[src/rtl/dith_pkg.sv]
package dith_pkg;
   // Default generator length and feedback mask (bits 22 and 17)
   localparam int unsigned GEN_W_DEF   = 23;
   localparam logic [22:0] GEN_TAP_DEF = 23'h420000;

   // Largest deviation of an output from its input for a given shift
   function automatic int unsigned dev_limit(input int unsigned noise_w,
                                             input int unsigned shamt);
      return (32'd1 << noise_w) >> shamt;
   endfunction
endpackage

[src/rtl/dith_lfsr.sv]
module dith_lfsr #(
   parameter int unsigned GEN_W   = 23,
   parameter logic [GEN_W-1:0] TAPS = 23'h420000,
   parameter logic [GEN_W-1:0] SEED = 23'h1,
   parameter int unsigned NOISE_W = 8
) (
   input  logic               clk,
   input  logic               rst_n,
   input  logic               adv,
   output logic [NOISE_W-1:0] noise
);
   logic [GEN_W-1:0] state;
   logic             fb;

   if (GEN_W < 3) begin : g_bad_len
      $error("dith_lfsr: GEN_W too small");
   end
   if (SEED == '0) begin : g_bad_seed
      $error("dith_lfsr: zero seed locks the generator");
   end
   if (!TAPS[GEN_W-1]) begin : g_bad_taps
      $error("dith_lfsr: top bit must be a feedback tap");
   end
   if (NOISE_W > GEN_W) begin : g_bad_noise
      $error("dith_lfsr: NOISE_W exceeds GEN_W");
   end

   assign fb = ^(state & TAPS);

   always_ff @(posedge clk or negedge rst_n) begin
      if (!rst_n)   state <= SEED;
      else if (adv) state <= {state[GEN_W-2:0], fb};
   end

   assign noise = state[NOISE_W-1:0];


   lfsr_nonzero_chk: assert property (@(posedge clk) disable iff (!rst_n)
      state != '0);

   lfsr_hold_chk: assert property (@(posedge clk) disable iff (!rst_n)
      !adv |=> $stable(state));

   lfsr_shift_chk: assert property (@(posedge clk) disable iff (!rst_n)
      adv |=> state[GEN_W-1:1] == $past(state[GEN_W-2:0]));
endmodule

[src/rtl/dith_hpdiff.sv]
module dith_hpdiff #(
   parameter int unsigned NOISE_W = 8
) (
   input  logic                      clk,
   input  logic                      rst_n,
   input  logic                      adv,
   input  logic [NOISE_W-1:0]        noise,
   output logic signed [NOISE_W:0]   diff
);
   logic signed [NOISE_W-1:0] r_cur;
   logic signed [NOISE_W-1:0] r_hist;

   if (NOISE_W < 2) begin : g_bad_w
      $error("dith_hpdiff: NOISE_W too small");
   end

   assign r_cur = $signed(noise);

   always_ff @(posedge clk or negedge rst_n) begin
      if (!rst_n)   r_hist <= '0;
      else if (adv) r_hist <= r_cur;
   end

   // First difference: zero at DC, peak gain at half the sample rate
   assign diff = {r_cur[NOISE_W-1], r_cur} - {r_hist[NOISE_W-1], r_hist};


   hist_hold_chk: assert property (@(posedge clk) disable iff (!rst_n)
      !adv |=> $stable(r_hist));
endmodule

[src/rtl/dith_satadd.sv]
module dith_satadd #(
   parameter int unsigned DATA_W  = 16,
   parameter int unsigned NOISE_W = 8,
   parameter int unsigned AMP_W   = 3
) (
   input  logic                     en,
   input  logic [AMP_W-1:0]         amp,
   input  logic [DATA_W-1:0]        din,
   input  logic signed [NOISE_W:0]  diff,
   output logic [DATA_W-1:0]        dout
);
   localparam int unsigned SUM_W = DATA_W + 1;

   logic signed [NOISE_W:0] scaled;
   logic signed [SUM_W-1:0] addend;
   logic signed [SUM_W-1:0] sum;
   logic                    ovf;

   if (NOISE_W + 2 > DATA_W) begin : g_bad_w
      $error("dith_satadd: dither too wide for data path");
   end

   assign scaled = diff >>> amp;
   assign addend = en ? SUM_W'(scaled) : '0;
   assign sum    = $signed({din[DATA_W-1], din}) + addend;
   assign ovf    = sum[SUM_W-1] ^ sum[DATA_W-1];
   assign dout   = ovf ? {sum[SUM_W-1], {(DATA_W-1){~sum[SUM_W-1]}}}
                        : sum[DATA_W-1:0];
endmodule

[src/rtl/dither_hp_adder.sv]
module dither_hp_adder #(
   parameter int unsigned DATA_W  = 16,
   parameter int unsigned GEN_W   = dith_pkg::GEN_W_DEF,
   parameter logic [GEN_W-1:0] GEN_TAPS = dith_pkg::GEN_TAP_DEF,
   parameter logic [GEN_W-1:0] GEN_SEED = 1,
   parameter int unsigned NOISE_W = 8,
   parameter int unsigned AMP_W   = 3
) (
   input  logic              clk,
   input  logic              rst_n,
   input  logic              dith_en,
   input  logic [AMP_W-1:0]  dith_amp,
   input  logic              in_valid,
   input  logic [DATA_W-1:0] in_data,
   output logic              out_valid,
   output logic [DATA_W-1:0] out_data
);
   localparam int DEV_MAX = int'(dith_pkg::dev_limit(NOISE_W, 0));

   logic [NOISE_W-1:0]      noise;
   logic signed [NOISE_W:0] diff;
   logic [DATA_W-1:0]       mixed;

   if (DATA_W > 31) begin : g_bad_data
      $error("dither_hp_adder: DATA_W above 31 not supported");
   end

   dith_lfsr #(.GEN_W(GEN_W), .TAPS(GEN_TAPS), .SEED(GEN_SEED),
               .NOISE_W(NOISE_W)) u_gen (
      .clk(clk), .rst_n(rst_n), .adv(in_valid), .noise(noise));

   dith_hpdiff #(.NOISE_W(NOISE_W)) u_hp (
      .clk(clk), .rst_n(rst_n), .adv(in_valid), .noise(noise), .diff(diff));

   dith_satadd #(.DATA_W(DATA_W), .NOISE_W(NOISE_W), .AMP_W(AMP_W)) u_add (
      .en(dith_en), .amp(dith_amp), .din(in_data), .diff(diff), .dout(mixed));

   always_ff @(posedge clk or negedge rst_n) begin
      if (!rst_n) begin
         out_valid <= 1'b0;
         out_data  <= '0;
      end else begin
         out_valid <= in_valid;
         if (in_valid) out_data <= mixed;
      end
   end

   function automatic int sx(input logic [DATA_W-1:0] v);
      return int'($signed(v));
   endfunction


   strobe_on_chk: assert property (@(posedge clk) disable iff (!rst_n)
      in_valid |=> out_valid);

   strobe_off_chk: assert property (@(posedge clk) disable iff (!rst_n)
      !in_valid |=> !out_valid);

   idle_hold_chk: assert property (@(posedge clk) disable iff (!rst_n)
      !in_valid |=> $stable(out_data));

   bypass_chk: assert property (@(posedge clk) disable iff (!rst_n)
      in_valid && !dith_en |=> out_data == $past(in_data));
   // R10 (and R8: a wrapped sum would break this bound)
   dev_bound_chk: assert property (@(posedge clk) disable iff (!rst_n)
      in_valid && dith_en |=>
         (sx(out_data) - sx($past(in_data)) <= (DEV_MAX >> $past(dith_amp))) &&
         (sx($past(in_data)) - sx(out_data) <= (DEV_MAX >> $past(dith_amp))));
endmodule

[config.mk]
export PLATFORM = sky130hd
export DESIGN_NAME = dither_hp_adder
export DESIGN_NICKNAME = d
export VERILOG_FILES = /design/src/rtl/dith_pkg.sv /design/src/rtl/dith_lfsr.sv /design/src/rtl/dith_hpdiff.sv /design/src/rtl/dith_satadd.sv /design/src/rtl/dither_hp_adder.sv
export SDC_FILE = /design/constraint.sdc
export NUM_CORES = 1
export LEC_CHECK = 0
export BUFFER_PORTS_ARGS = -buffer_cell sky130_fd_sc_hd__buf_2
export CORE_ASPECT_RATIO = 1.25
export CORE_UTILIZATION = 25
export DETAILED_ROUTE_END_ITERATION = 10
export HOLD_SLACK_MARGIN = 0.15
export PLACE_DENSITY = 0.38
export SYNTH_ARGS = -nofsm -noshare
export SYNTH_HDL_FRONTEND = slang
export SYNTH_SLANG_ARGS = --single-unit
[constraint.sdc]
create_clock -name clk -period 8.85 [get_ports clk]
set_input_delay 1.3275 -clock clk [delete_from_list [all_inputs] [get_ports clk]]
set_output_delay 1.3275 -clock clk [all_outputs]
set_load 0.05 [all_outputs]
# Word level (Yosys, flattened, before mapping)

Cells that the tools add are included.

Bitwise logic cells: 2
Muxes and demuxes: 2
Shift-type cells: 1
Reduce and logical (&&, ||, !) cells: 1
Add/subtract/negate cells: 2

Operators with widths:

| kind                       | number |
|---|---|
| XOR reduction 23 bit       | 1 |
| adder 16 x 17 -> 17 bit    | 1 |
| 2-to-1 mux 17 bit          | 1 |
| 2-to-1 mux 16 bit          | 1 |
| >>> shifter 9 x 3 -> 9 bit | 1 |
| subtractor 8 x 8 -> 9 bit  | 1 |
| inverter 1 bit             | 1 |
| bitwise XOR 1 bit          | 1 |

Flip-flop bits (word level): 48
Logic and storage cells: 12

# Longest topological paths before layout

Word-level depth: 6
Depth in mapped cells: 20

# By module

A second synthesis with hierarchy kept.

Cells, all modules: 345
Area, all modules: 3629.7 um^2

By module, submodules not included:

| module          | sequential area each (um^2) | cells each | times used | area each (um^2) |
|---|---|---|---|---|
| dith_satadd     | 0.0                         | 168        | 1          | 1261.2 |
| dith_lfsr       | 576.8                       | 59         | 1          | 1021.0 |
| dither_hp_adder | 425.4                       | 35         | 1          | 674.4 |
| dith_hpdiff     | 200.2                       | 83         | 1          | 673.1 |

# Least setup slack after synthesis

OpenSTA, ideal clock, no wires.

Path type: register to register
Start: register u_gen.state[0]
End: register out_data[14]
Data required time: 8754 ps
Data arrival time: 4182 ps
Stages on the path, launching flop included: 21
Path slack: 4573 ps
Setup time: 96 ps
Period minus slack after synthesis: 4277 ps
Path through: dfstp_2 inv_1 ha_1 fa_1 nor2b_4 o31a_1 nor2_1 o311ai_1 mux2i_1 o221ai_1 ha_1 inv_1 fa_1 nor2b_1 o31ai_1 a22oi_1 o21ai_1 o22ai_4 nand2_2 buf_6 a311oi_2

Cells in the longest elaborated chain, start to end: 6
Elaborated cells on any way between the ends: 7
Classes of those cells: add/sub (2); shift (1); mux (2); bitwise (2)

RTL lines:

| item                                                | line                                 | text |
|---|---|---|
| from (decl)                                         | dith_lfsr.sv:12                      | `logic [GEN_W-1:0] state;` |
| from (signal assigned)                              | dith_lfsr.sv:32                      | `else if (adv) state <= {state[GEN_W-2:0], fb};` |
| subtractor 8 x 8 -> 9 bit (*)                       | dith_hpdiff.sv:25                    | `assign diff = {r_cur[NOISE_W-1], r_cur} - {r_hist[NOISE_W-1], r_hist};` |
| >>> shifter 9 x 3 -> 9 bit (*)                      | dith_satadd.sv:23                    | `assign scaled = diff >>> amp;` |
| 2-to-1 mux 17 bit (*)                               | dith_satadd.sv:24                    | `assign addend = en ? SUM_W'(scaled) : '0;` |
| adder 16 x 17 -> 17 bit (*)                         | dith_satadd.sv:25                    | `assign sum = $signed({din[DATA_W-1], din}) + addend;` |
| bitwise XOR 1 bit or inverter 1 bit (tied branches) | dith_satadd.sv:26, dith_satadd.sv:27 |  |
| 2-to-1 mux 16 bit (*)                               | dith_satadd.sv:27                    | `assign dout = ovf ? {sum[SUM_W-1], {(DATA_W-1){~sum[SUM_W-1]}}}` |
| to (signal assigned)                                | dither_hp_adder.sv:44                | `if (in_valid) out_data <= mixed;` |
| to (decl)                                           | dither_hp_adder.sv:16                | `output logic [DATA_W-1:0] out_data` |

Mark *: on every way between the ends. The rest lies on a longest branch, timed or not.
A chain may end at the register's enable or synchronous reset.

# Worst setup path after layout

Start: register u_gen.state[0]
End: register out_data[3]

The elaborated chain is that of the path after synthesis.

==> run_results.csv <==
group,metric,value,unit
run_status,status,"completed",
drt,drt-pass1-iter-count,4,
timing,finalCritPeriodShare,58.16,%
global_route,grt_start_max_net_pins,66,
synthesis,synth.yosys.seq_area_share,32.00,%
synthesis,async_flop_share,100.0,%
layout,nFillCells,1340,
clock_tree,cts-resized-gates,0,
drt,viasPerCell,4.743,
critical_path,critPathBufInv,2,
floorplanning,die_w,102.1,um
clock_tree,root_buffer,"clkbuf_16",
synthesis,synth_area,3132,um2
timing,worst_pin_slew,894.6,ps
placement,place_congestion,0.7627,
clock_tree,clk_pin_slew_worst_paths,60,ps
clock_tree,numCtsBuffers,5,
floorplanning,start_util,25.75,%
drt,detail_route.wirelength,7813,um
synthesis,synth_cell_type_count,60,
placement,dpl.cell_count,525,
floorplanning,die_y,127.1,um
synthesis,syn_inst,338,
clock_tree,postCtsSetupBuffers,0,
clock_tree,clock_latency,290,ps
layout,num_antenna_cells,0,
critical_path,crit_fanout,14,
clock_tree,cts_tree,"done",
global_route,overflow,0,
drt,num_vias,2528,
synthesis,yosysTopAreaCellShare,31.16,%
floorplanning,die-area,12980,um2
clock_tree,cts_num_sinks,40,
global_route,antenna_found_initial,0,
synthesis,synth.area.top_cells,"dfrtp_1, ha_1, mux2_2, nor2_1, a311oi_2",
hold_path,min-delay-path-class,"reg2reg",
layout,mostFrequentLayoutCells,"nor2_1, buf_2, dfrtp_1",
critical_path,critPathKind,"reg2reg",
clock_tree,cts_buffer_depth,2,
critical_path,cp_slowest_stage_delay,540,ps
layout,syn_to_final_growth,16.10,%
timing,slew_viol_final,0,
critical_path,end_kind,"flop",
layout,fin_cells,533,
placement,port_buffers,39,
layout,drive_gt1_share,23.58,%
power_and_ir_drop,leakagePower,1.578,nW
timing,setup_tns,0,ps
timing,skew,7.782,ps
layout,seq_area,1002,um2
layout,final_nets,417,
clock_tree,cts_max_level,2,
drt,drt_iter0_markers,146,
timing,max_freq,0.1943,GHz
critical_path,worstPathCellList,"inv_1, ha_1, fa_1, nor2b_4, o31a_1, nor2_1, o311ai_1, mux2i_1, o221ai_1, ha_1, inv_1, fa_1, nor2b_1, o31ai_1, a22oi_1, o21ai_1, o22ai_4, nand2_2, a311oi_1",
synthesis,syn_nets,387,
critical_path,cp-start-kind,"flop",
synthesis,ys_ff_latch,40,
timing,max_slew_margin,40.36,%
clock_tree,cts_hold_buf,0,
critical_path,critPathSlowestCell,"dfstp_2",
floorplanning,fp-row-count,45,
floorplanning,io_pins,40,
layout,layout.cells.most_common,"nor2_1",
timing,layout_min_cycle_time,5148,ps
floorplanning,coreArea,12160,um2
layout,multi_input_area,1993,um2
timing,rsz0062_at_grt,"false",
synthesis,synth_edf_count,0,
flow_run,cap_violations,0,
drt,wire_per_inst,14.66,um
critical_path,critPathArrivalTime,5330,ps
timing,setup_viol_count_final,0,
synthesis,yosysWarningCount,0,
synthesis,yosys.area.top_type,"dfrtp_1",
synthesis,synth_top_flop_cell,"dfrtp_1",
drt,drc_errors,0,
placement,dp_hpwl,6102,um
drt,postRouteAntennaNets,0,
global_route,grt_pass1_wl,13050,um
timing,final-hold-violation-count,0,
synthesis,synth.avg_cell_area,9.266,um2
global_route,grtUsageTotal,12.82,%
critical_path,required,9040,ps
critical_path,critical-path-top-delay-family,"compound AO/OA/AOI/OAI gates",
global_route,grt_pass1_vias,2697,
power_and_ir_drop,power_density,402.2,nW/um2
power_and_ir_drop,ir_drop,0.1773,mV
-- through the flow --
step | hold WS [ps] | setup WS, ps | util [%] | total power [W] | cell area (um2)
after detailed placement | 491.7 | 3630 | 28.48 | 0.001272 | 3463
final | 502.2 | 3702 | 29.90 | 0.001462 | 3636
after floorplan | 475.0 | 4573 | - | 0.001057 | 3132
after global routing | 524.2 | 3281 | 29.90 | 0.001594 | 3636
after CTS | 505.4 | 3631 | 29.90 | 0.001488 | 3636
after global placement | 483.5 | 3668 | 28.48 | 0.001272 | 3463
-- cell type report --
type / instances / area share [%]
clock buffer: 5 / 3.441
tap: 164 / 5.643
clock inverter: 3 / 1.308
timing repair buffer: 40 / 5.575
inverter: 16 / 1.652
multi-input combinational: 265 / 54.82
sequential: 40 / 27.56
-- logic make-up (layout without fill, tap and decap cells) --
kind of cell | count (synthesis) | after routing | share of synthesized area, %
and+or+nand+nor | 109 | 109 | 17.22
buffers and inverters | 33 | 64 | 4.355
adders and majority gates | 26 | 26 | 10.87
DFF | 40 | 40 | 32.00
muxes | 21 | 21 | 7.391
AOI/OAI and AO/OA | 94 | 94 | 23.73
xor gates and xnor gates | 15 | 15 | 4.435
-- flip-flops by register name (all words and copies together), names as in the netlist --
signal and flops:
u_gen.state 23, out_valid 1, out_data 16
-- power by group --
group | internal, W | switching (W) | leakage, nW | total, W
Combinational | 0.000350 | 0.000599 | 1.01 | 0.000949
Clock | 0.000134 | 0.0000737 | 0.0840 | 0.000208
Sequential | 0.000259 | 0.0000465 | 0.489 | 0.000306
Total | 0.000743 | 0.000719 | 1.58 | 0.00146
-- cell usage after synthesis, drive strengths merged, types with 6 or more instances --
library cell,count
a311oi,13
nand2b,12
a211oi,8
nand3,6
o21ai,23
clkbuf,13
a21oi,17
mux2,17
xor2,10
nor2,43
ha,24
inv,16
nand2,23
dfrtp,39
-- metal layers --
layer	vias up	track usage (%)	wire length, um
met5	-	0	0
met4	0	2.605	57
met3	6	1.805	124
met2	24	24.24	4225
met1	1210	15.04	3404
li1	1288	-	-
-- worst reg2reg max path, stage by stage, from the launching register on --
cell	delay [ps]
dfstp_2	540
inv_1	40
ha_1	200
fa_1	440
nor2b_4	130
o31a_1	180
nor2_1	60
o311ai_1	490
mux2i_1	240
o221ai_1	220
ha_1	240
inv_1	70
fa_1	390
nor2b_1	210
o31ai_1	140
a22oi_1	300
o21ai_1	230
o22ai_4	290
nand2_2	300
a311oi_1	330
-- worst paths after layout --
kind,startpoint,endpoint,slack (ps),cells after the start
worst max-delay path,u_gen.state[0],out_data[3],3700,19
worst min-delay path,u_gen.state[13],u_gen.state[13],500,1
worst max register to register,u_gen.state[0],out_data[3],3700,19
worst min register to register,u_gen.state[13],u_gen.state[13],500,1
max in group asynchronous,rst_n,out_data[11],7120,1
min in group asynchronous,rst_n,u_gen.state[8],1170,1
(Power assumes the default switching activity.)
